### src/rtl/brk_sync_pkg.sv
`timescale 1ns/1ps
// Package: shared encodings for the breaker synchronism supervisor.
// Assumes: two-bit select and mode fields driven from static settings.
package brk_sync_pkg;

    // Reference phase select; code 3 is invalid and maps to phase A.
    typedef enum logic [1:0] {
        POL_A   = 2'd0,
        POL_B   = 2'd1,
        POL_C   = 2'd2,
        POL_BAD = 2'd3
    } pol_sel_e;

    // Dead/live voltage-check modes.
    typedef enum logic [1:0] {
        VCHK_OFF      = 2'd0,
        VCHK_LIVE_SYN = 2'd1,
        VCHK_LIVE_POL = 2'd2,
        VCHK_EITHER   = 2'd3
    } vchk_mode_e;

endpackage

### src/rtl/phasor_diff_cmp.sv
`timescale 1ns/1ps
// Module: phasor_diff_cmp
// Picks the reference phasor from three phases, subtracts it from the
// synchronizing phasor and registers whether the squared difference
// magnitude is strictly below the squared threshold.
// Assumes: two's-complement phasor parts; the internal widths are
// chosen so that no intermediate value can wrap.
module phasor_diff_cmp
    import brk_sync_pkg::*;
#(
    parameter int PW = 16,
    parameter int MW = 16
) (
    input  logic                 clk,
    input  logic                 rst_n,
    input  logic [1:0]           pol_sel,
    input  logic signed [PW-1:0] a_re,
    input  logic signed [PW-1:0] a_im,
    input  logic signed [PW-1:0] b_re,
    input  logic signed [PW-1:0] b_im,
    input  logic signed [PW-1:0] c_re,
    input  logic signed [PW-1:0] c_im,
    input  logic signed [PW-1:0] s_re,
    input  logic signed [PW-1:0] s_im,
    input  logic [MW-1:0]        thr,
    output logic                 diff_ok
);
    // A difference needs PW+1 bits; its square therefore fits 2*(PW+1) bits.
    localparam int SQW  = 2 * (PW + 1);
    localparam int SUMW = SQW + 1;
    localparam int TW   = 2 * MW;
    localparam int CW   = (SUMW > TW) ? SUMW : TW;

    logic signed [PW-1:0]  p_re, p_im;
    logic signed [SQW-1:0] d_re, d_im;
    logic signed [SQW-1:0] sq_re, sq_im;
    logic [SUMW-1:0]       mag2;
    logic [TW-1:0]         thr2;

    // Reference phasor select; invalid code falls back to phase A.
    always_comb begin
        case (pol_sel_e'(pol_sel))
            POL_B:   begin p_re = b_re; p_im = b_im; end
            POL_C:   begin p_re = c_re; p_im = c_im; end
            default: begin p_re = a_re; p_im = a_im; end
        endcase
    end

    // Sign-extended difference, squares and sum of squares.
    always_comb begin
        d_re  = SQW'(s_re) - SQW'(p_re);
        d_im  = SQW'(s_im) - SQW'(p_im);
        sq_re = d_re * d_re;
        sq_im = d_im * d_im;
        mag2  = SUMW'($unsigned(sq_re)) + SUMW'($unsigned(sq_im));
        thr2  = TW'(thr) * TW'(thr);
    end

    // Register the strict squared-magnitude comparison.
    always_ff @(posedge clk) begin
        if (!rst_n) diff_ok <= 1'b0;
        else        diff_ok <= CW'(mag2) < CW'(thr2);
    end

endmodule

### src/rtl/volt_level_det.sv
`timescale 1ns/1ps
// Module: volt_level_det
// Registered single-threshold magnitude detector. With OVER = 1 it flags
// a magnitude strictly above the threshold, otherwise strictly below.
// Assumes: unsigned magnitude and threshold of equal width.
module volt_level_det #(
    parameter int MW   = 16,
    parameter bit OVER = 1'b1
) (
    input  logic          clk,
    input  logic          rst_n,
    input  logic [MW-1:0] mag,
    input  logic [MW-1:0] thr,
    output logic          hit
);
    logic hit_d;

    generate
        if (OVER) begin : g_over
            // Strict overvoltage (live) comparison.
            always_comb hit_d = mag > thr;
        end else begin : g_under
            // Strict undervoltage (dead) comparison.
            always_comb hit_d = mag < thr;
        end
    endgenerate

    // Register the comparison result.
    always_ff @(posedge clk) begin
        if (!rst_n) hit <= 1'b0;
        else        hit <= hit_d;
    end

endmodule

### src/rtl/vchk_logic.sv
`timescale 1ns/1ps
// Module: vchk_logic
// Combines the registered dead/live flags of both sides according to the
// mode setting and registers the voltage-check condition.
// Assumes: the mode is a static setting sampled together with the flags.
module vchk_logic
    import brk_sync_pkg::*;
(
    input  logic       clk,
    input  logic       rst_n,
    input  logic [1:0] mode,
    input  logic       pol_live,
    input  logic       pol_dead,
    input  logic       syn_live,
    input  logic       syn_dead,
    output logic       vchk_ok
);
    logic live_syn_dead_pol, live_pol_dead_syn, vchk_d;

    // Form the two dead/live terms and pick per mode.
    always_comb begin
        live_syn_dead_pol = syn_live & pol_dead;
        live_pol_dead_syn = pol_live & syn_dead;
        case (vchk_mode_e'(mode))
            VCHK_LIVE_SYN: vchk_d = live_syn_dead_pol;
            VCHK_LIVE_POL: vchk_d = live_pol_dead_syn;
            VCHK_EITHER:   vchk_d = live_syn_dead_pol | live_pol_dead_syn;
            default:       vchk_d = 1'b0;
        endcase
    end

    // Register the voltage-check condition.
    always_ff @(posedge clk) begin
        if (!rst_n) vchk_ok <= 1'b0;
        else        vchk_ok <= vchk_d;
    end

endmodule

### src/rtl/sync_qual_timer.sv
`timescale 1ns/1ps
// Module: sync_qual_timer
// Qualification timer. It counts while the combined qualifier holds and
// sets the output once the count reaches the delay. Losing the qualifier
// clears the count and the output on the next clock.
// Assumes: the qualifier comes from registered flags; the count never
// passes the delay, so it cannot overflow.
module sync_qual_timer #(
    parameter int DLY_W = 16
) (
    input  logic             clk,
    input  logic             rst_n,
    input  logic             qual_all,
    input  logic [DLY_W-1:0] delay_ticks,
    output logic [DLY_W-1:0] tmr_cnt,
    output logic             sync_ok
);
    // Count, expire and latch; any qualifier loss restarts from zero.
    always_ff @(posedge clk) begin
        if (!rst_n) begin
            tmr_cnt <= '0;
            sync_ok <= 1'b0;
        end else if (!qual_all) begin
            tmr_cnt <= '0;
            sync_ok <= 1'b0;
        end else if (!sync_ok) begin
            if (tmr_cnt >= delay_ticks) sync_ok <= 1'b1;
            else                        tmr_cnt <= tmr_cnt + 1'b1;
        end
    end

endmodule

### src/rtl/brk_sync_supervisor.sv
`timescale 1ns/1ps
// Module: brk_sync_supervisor (top)
// Breaker close supervision. Stage 1 registers the qualifiers: the
// difference element, the four level elements and breaker-open. Stage 2
// registers the timed sync-check permission and the dead/live condition.
// Assumes: magnitudes are computed upstream; settings are quasi-static.
module brk_sync_supervisor #(
    parameter int PW    = 16,
    parameter int MW    = 16,
    parameter int DLY_W = 16
) (
    input  logic                 clk,
    input  logic                 rst_n,
    input  logic signed [PW-1:0] va_re,
    input  logic signed [PW-1:0] va_im,
    input  logic signed [PW-1:0] vb_re,
    input  logic signed [PW-1:0] vb_im,
    input  logic signed [PW-1:0] vc_re,
    input  logic signed [PW-1:0] vc_im,
    input  logic signed [PW-1:0] vs_re,
    input  logic signed [PW-1:0] vs_im,
    input  logic [MW-1:0]        pol_mag,
    input  logic [MW-1:0]        syn_mag,
    input  logic                 brk_aux_closed,
    input  logic                 oc_pickup,
    input  logic [MW-1:0]        diff_thr,
    input  logic [MW-1:0]        pol_uv_thr,
    input  logic [MW-1:0]        pol_ov_thr,
    input  logic [MW-1:0]        syn_uv_thr,
    input  logic [MW-1:0]        syn_ov_thr,
    input  logic [1:0]           pol_sel,
    input  logic [1:0]           vchk_mode,
    input  logic [DLY_W-1:0]     delay_ticks,
    output logic                 sync_ok,
    output logic                 vchk_ok
);
    localparam int NLVL = 4;  // pol live, pol dead, syn live, syn dead

    logic             diff_ok, brk_open_q, qual_all;
    logic [NLVL-1:0]  lvl_hit;
    logic [DLY_W-1:0] tmr_cnt;
    logic [MW-1:0]    lvl_mag [NLVL];
    logic [MW-1:0]    lvl_thr [NLVL];

    // Route magnitudes and thresholds to the level detectors.
    always_comb begin
        lvl_mag[0] = pol_mag; lvl_thr[0] = pol_ov_thr;
        lvl_mag[1] = pol_mag; lvl_thr[1] = pol_uv_thr;
        lvl_mag[2] = syn_mag; lvl_thr[2] = syn_ov_thr;
        lvl_mag[3] = syn_mag; lvl_thr[3] = syn_uv_thr;
    end

    phasor_diff_cmp #(.PW(PW), .MW(MW)) u_diff (
        .clk(clk), .rst_n(rst_n), .pol_sel(pol_sel),
        .a_re(va_re), .a_im(va_im), .b_re(vb_re), .b_im(vb_im),
        .c_re(vc_re), .c_im(vc_im), .s_re(vs_re), .s_im(vs_im),
        .thr(diff_thr), .diff_ok(diff_ok)
    );

    // Even indices are live (over) detectors, odd are dead (under).
    generate
        for (genvar i = 0; i < NLVL; i++) begin : g_lvl
            volt_level_det #(.MW(MW), .OVER((i % 2) == 0)) u_lvl (
                .clk(clk), .rst_n(rst_n), .mag(lvl_mag[i]),
                .thr(lvl_thr[i]), .hit(lvl_hit[i])
            );
        end
    endgenerate

    // Register the breaker-open qualifier in step with the other flags.
    always_ff @(posedge clk) begin
        if (!rst_n) brk_open_q <= 1'b0;
        else        brk_open_q <= !brk_aux_closed && !oc_pickup;
    end

    // All four closing qualifiers at once.
    always_comb qual_all = brk_open_q & diff_ok & lvl_hit[0] & lvl_hit[2];

    sync_qual_timer #(.DLY_W(DLY_W)) u_tmr (
        .clk(clk), .rst_n(rst_n), .qual_all(qual_all),
        .delay_ticks(delay_ticks), .tmr_cnt(tmr_cnt), .sync_ok(sync_ok)
    );

    vchk_logic u_vchk (
        .clk(clk), .rst_n(rst_n), .mode(vchk_mode),
        .pol_live(lvl_hit[0]), .pol_dead(lvl_hit[1]),
        .syn_live(lvl_hit[2]), .syn_dead(lvl_hit[3]),
        .vchk_ok(vchk_ok)
    );

endmodule

### config.mk
export PLATFORM = sky130hd
export DESIGN_NAME = brk_sync_supervisor
export DESIGN_NICKNAME = d
export VERILOG_FILES = /design/src/rtl/brk_sync_pkg.sv /design/src/rtl/phasor_diff_cmp.sv /design/src/rtl/volt_level_det.sv /design/src/rtl/vchk_logic.sv /design/src/rtl/sync_qual_timer.sv /design/src/rtl/brk_sync_supervisor.sv
export SDC_FILE = /design/constraint.sdc
export NUM_CORES = 2
export LEC_CHECK = 0
export ABC_AREA = 1
export BUFFER_PORTS_ARGS = -buffer_cell sky130_fd_sc_hd__buf_4
export CORE_ASPECT_RATIO = 0.6
export CORE_MARGIN = 10
export CORE_UTILIZATION = 52
export CTS_CLUSTER_SIZE = 8
export DETAILED_ROUTE_END_ITERATION = 7
export PLACE_DENSITY = 0.73
export SYNTH_ARGS = -nofsm -noshare
export SYNTH_HDL_FRONTEND = slang
export SYNTH_SLANG_ARGS = --single-unit
### constraint.sdc
create_clock -name clk -period 9.6 [get_ports clk]
set_input_delay 0.48 -clock clk [delete_from_list [all_inputs] [get_ports clk]]
set_output_delay 0.48 -clock clk [all_outputs]
set_load 0.05 [all_outputs]
==> impl_metrics.env <==
export IMPL_cts_htree_levels=1
export IMPL_worst_slew_pin_transition_ns=0.993
export IMPL_drt_wl_total_mm=105
export IMPL_seq_area_um2=480
export IMPL_setup_viol=1
export IMPL_fin_crit_sh_pct=102
export IMPL_grt_remaining_overflow=0
export IMPL_crit_type="in2reg"
export IMPL_hold_depth=2
export IMPL_core_area_mm2=0.0659
export IMPL_syn_instance_count=4357
export IMPL_clockRootBuffer="clkbuf_16"
export IMPL_cts_buffer_depth=2
export IMPL_synthDistinctLibCells=54
export IMPL_critPathArrivalTime_ns=10.04
export IMPL_num_rows=73
export IMPL_max_slew_margin_pct=33.6
export IMPL_grt_pass1_wl_mm=169
export IMPL_synth_top_cell_area_share_pct=41.0
export IMPL_status="finished with violations"
export IMPL_cts_buffers=3
export IMPL_gp_congestion=0.994
export IMPL_syn_cell_area_mm2=0.0345
export IMPL_slowest_delay_ns=0.56
export IMPL_synth_edf_count=0
export IMPL_fin_cells=6135
export IMPL_pre_cts_slack_ns=-1.05
export IMPL_post_dp_hpwl_mm=90.7
export IMPL_ys_seq_area_share_pct=1.39
export IMPL_holdBufCountCts=0
export IMPL_ys_seq_elements=24
export IMPL_ys_async_sr_fraction_pct=0
export IMPL_initialDrtViolationCount=2316
export IMPL_violations="negative setup slack"
export IMPL_drc=0
export IMPL_hp_start="oc_pickup"
export IMPL_cpMaxStageDelayCell="fa_1"
export IMPL_multiInputGateArea_mm2=0.0304
export IMPL_syn_to_final_growth_pct=28.7
export IMPL_die_w_um=353
export IMPL_synthFlopType="dfxtp_1"
export IMPL_clk_latency_ns=0.32
export IMPL_cp_start_kind="input pin"
export IMPL_max_cap_violations=0
export IMPL_synth_top_cells_by_area="fa_1 (41%), ha_1 (16%), inv_1 (14%)"
export IMPL_die_h_um=220
export IMPL_io_pins=266
export IMPL_final_area_mm2=0.0444
export IMPL_min_to="brk_open_q"
export IMPL_syn_avg_cell_area_um2=7.92
export IMPL_dpl_instance_area_mm2=0.0421
export IMPL_hold_class="in2reg"
export IMPL_grt_pass1_vias=33000
export IMPL_synth_top_area_cell="fa_1"
export IMPL_fin_crit_ns=9.82
export IMPL_via_per_inst=5.12
export IMPL_timing_hold_ws_ns=0.332
export IMPL_clk_pin_slew_worst_paths_ns=0.11
export IMPL_port_buffers=265
export IMPL_ant_nets=0
export IMPL_slew_violations=0
export IMPL_vias=31400
export IMPL_start_util_pct=52.3
export IMPL_path_delay_family="adder cells"
export IMPL_ys_warn_count=0
export IMPL_path_buf_inv=15
export IMPL_max_freq_ghz=0.102
export IMPL_post_place_cells=6064
export IMPL_r2r_slack_ns=7.03
export IMPL_grt_max_degree=32
export IMPL_fillers=5265
export IMPL_synth_fp_nets=5773
export IMPL_timing_rr_start="u_tmr.tmr_cnt[10]"
export IMPL_reg2reg_depth=10
export IMPL_drive_gt1_share_pct=24.7
export IMPL_antenna_cells=0
export IMPL_worstSetupEndpointType="flop"
export IMPL_r2r_end="u_tmr.tmr_cnt[6]"
export IMPL_finalClockSkew_ns=0.0247
export IMPL_grt_use_total_pct=26.7
export IMPL_cts_tree="done"
export IMPL_dieArea_mm2=0.0774
export IMPL_antenna_found_initial=0
export IMPL_cp_max_fo=8
export IMPL_finalHoldViolations=0
export IMPL_worst_slack_ns=-0.221
export IMPL_fin_nets=6652
export IMPL_wl_per_cell_um=17.0
export IMPL_firstDrtPassIters=6
export IMPL_worst_ep_required_time_ns=9.82
export IMPL_clkSinkCount=24
export IMPL_rsz0062_at_grt="true"
==> what timing repair did <==
item | CTS | global route
pin swaps | 98 | 131
setup endpoints to repair | 1 | 1
gates cloned | 0 | 2
buffers inserted | 39 | 26
gates resized for setup | 230 | 200
==> worst register-to-register path: cells and delay by family, from the launching register on <==
| kind | cells | cell delay (ns) |
|---|---|---|
| AND/OR/NAND/NOR | 6 | 1.32 |
| adder cells (fa/ha/maj) | 1 | 0.28 |
| AO/OA/AOI/OAI | 3 | 0.37 |
| flip-flops | 1 | 0.47 |
==> cells in the mapped netlist (3+ instances only) <==
master,count
nand4_1,35
a21boi_0,7
or2_2,21
inv_1,1274
nand2_1,625
buf_4,5
nand3b_1,5
a21oi_1,221
nand2b_1,7
a221oi_1,5
a21o_1,17
o21bai_1,18
clkinv_1,4
o21a_1,14
a211oi_1,9
buf_2,15
a221o_1,30
a31oi_1,8
xnor2_1,62
nor3_1,32
o221ai_1,9
o31ai_1,4
ha_1,445
fa_1,707
xor2_1,97
nor2_1,333
dfxtp_1,24
o211ai_1,5
nor2_2,3
nor4_1,10
clkbuf_1,61
and2_1,3
inv_2,5
o21ai_1,3
nand3_1,79
o21ai_0,127
==> flip-flops by register name, summed over array words and instances (netlist names) <==
signal and cells:
u_vchk.vchk_ok 1, brk_open_q 1, u_diff.diff_ok 1, g_lvl.u_lvl.hit 4, u_tmr.sync_ok 1, u_tmr.tmr_cnt 16
==> layout make-up <==
class / count / area share (%)
multi-input cells: 2968 / 68.5
repair buffers: 956 / 16.7
inverters: 1283 / 10.9
well taps: 900 / 2.54
flip-flops and latches: 24 / 1.08
clock buffers: 3 / 0.169
clock inverters: 1 / 0.0676
==> cells by family (layout without fill, tap and decap cells) <==
family                   after synthesis  count (layout)  share of synthesized area (%)
buffers and inverters               1365            2243                           15.0
adder cells (fa/ha/maj)             1152            1152                           57.1
XOR/XNOR                             162             162                           4.21
AND/OR/NAND/NOR                     1161            1161                           13.7
flip-flops                            24              24                           1.39
AO/OA/AOI/OAI                        493             493                           8.54
==> cells in the final DEF, fill, tap and decap left out, types with 20 or more instances in the layout <==
cell type,n
inv_2,27
ha_4,34
nand2_2,32
a21oi_1,175
nor3_1,27
buf_6,20
fa_1,691
nand2_1,577
nor2_1,291
buf_4,921
ha_1,406
nand4_1,35
a21oi_2,42
o21ai_0,73
inv_1,1246
xnor2_1,55
nand3_1,66
o21ai_1,38
a221o_1,30
dfxtp_1,24
nor2_2,36
xor2_1,85
==> stage by stage <==
step	utilization, %	setup TNS [ns]
6_report	67.3	-0.221
3_3_place_gp	63.9	-0.937
5_1_grt	67.3	-0.690
2_1_floorplan	-	0
3_5_place_dp	63.9	-1.05
4_1_cts	65.9	-0.0260
==> metal layers <==
layer / global-route usage, % / part of all wire, % / up-vias
li1: - / - / 14800
met1: 38.6 / 46 / 15100
met2: 40.6 / 42 / 1294
met3: 7.41 / 10 / 156
met4: 3.76 / 1.8 / 0
met5: 0 / 0 / -
==> worst max path at each step <==
stage,from,end,slack [ns],cells past startpoint
floorplan,pol_sel[0],u_diff.diff_ok,0.01,50
global placement,pol_sel[0],u_diff.diff_ok,-0.94,44
detailed placement,pol_sel[0],u_diff.diff_ok,-1.05,59
CTS,pol_sel[0],u_diff.diff_ok,-0.03,50
global route,pol_sel[0],u_diff.diff_ok,-0.69,56
finish,pol_sel[0],u_diff.diff_ok,-0.22,55
Power is left out: the tool's default activity adds up to more than one toggle a clock period on the data nets, which glitch-free logic cannot reach.
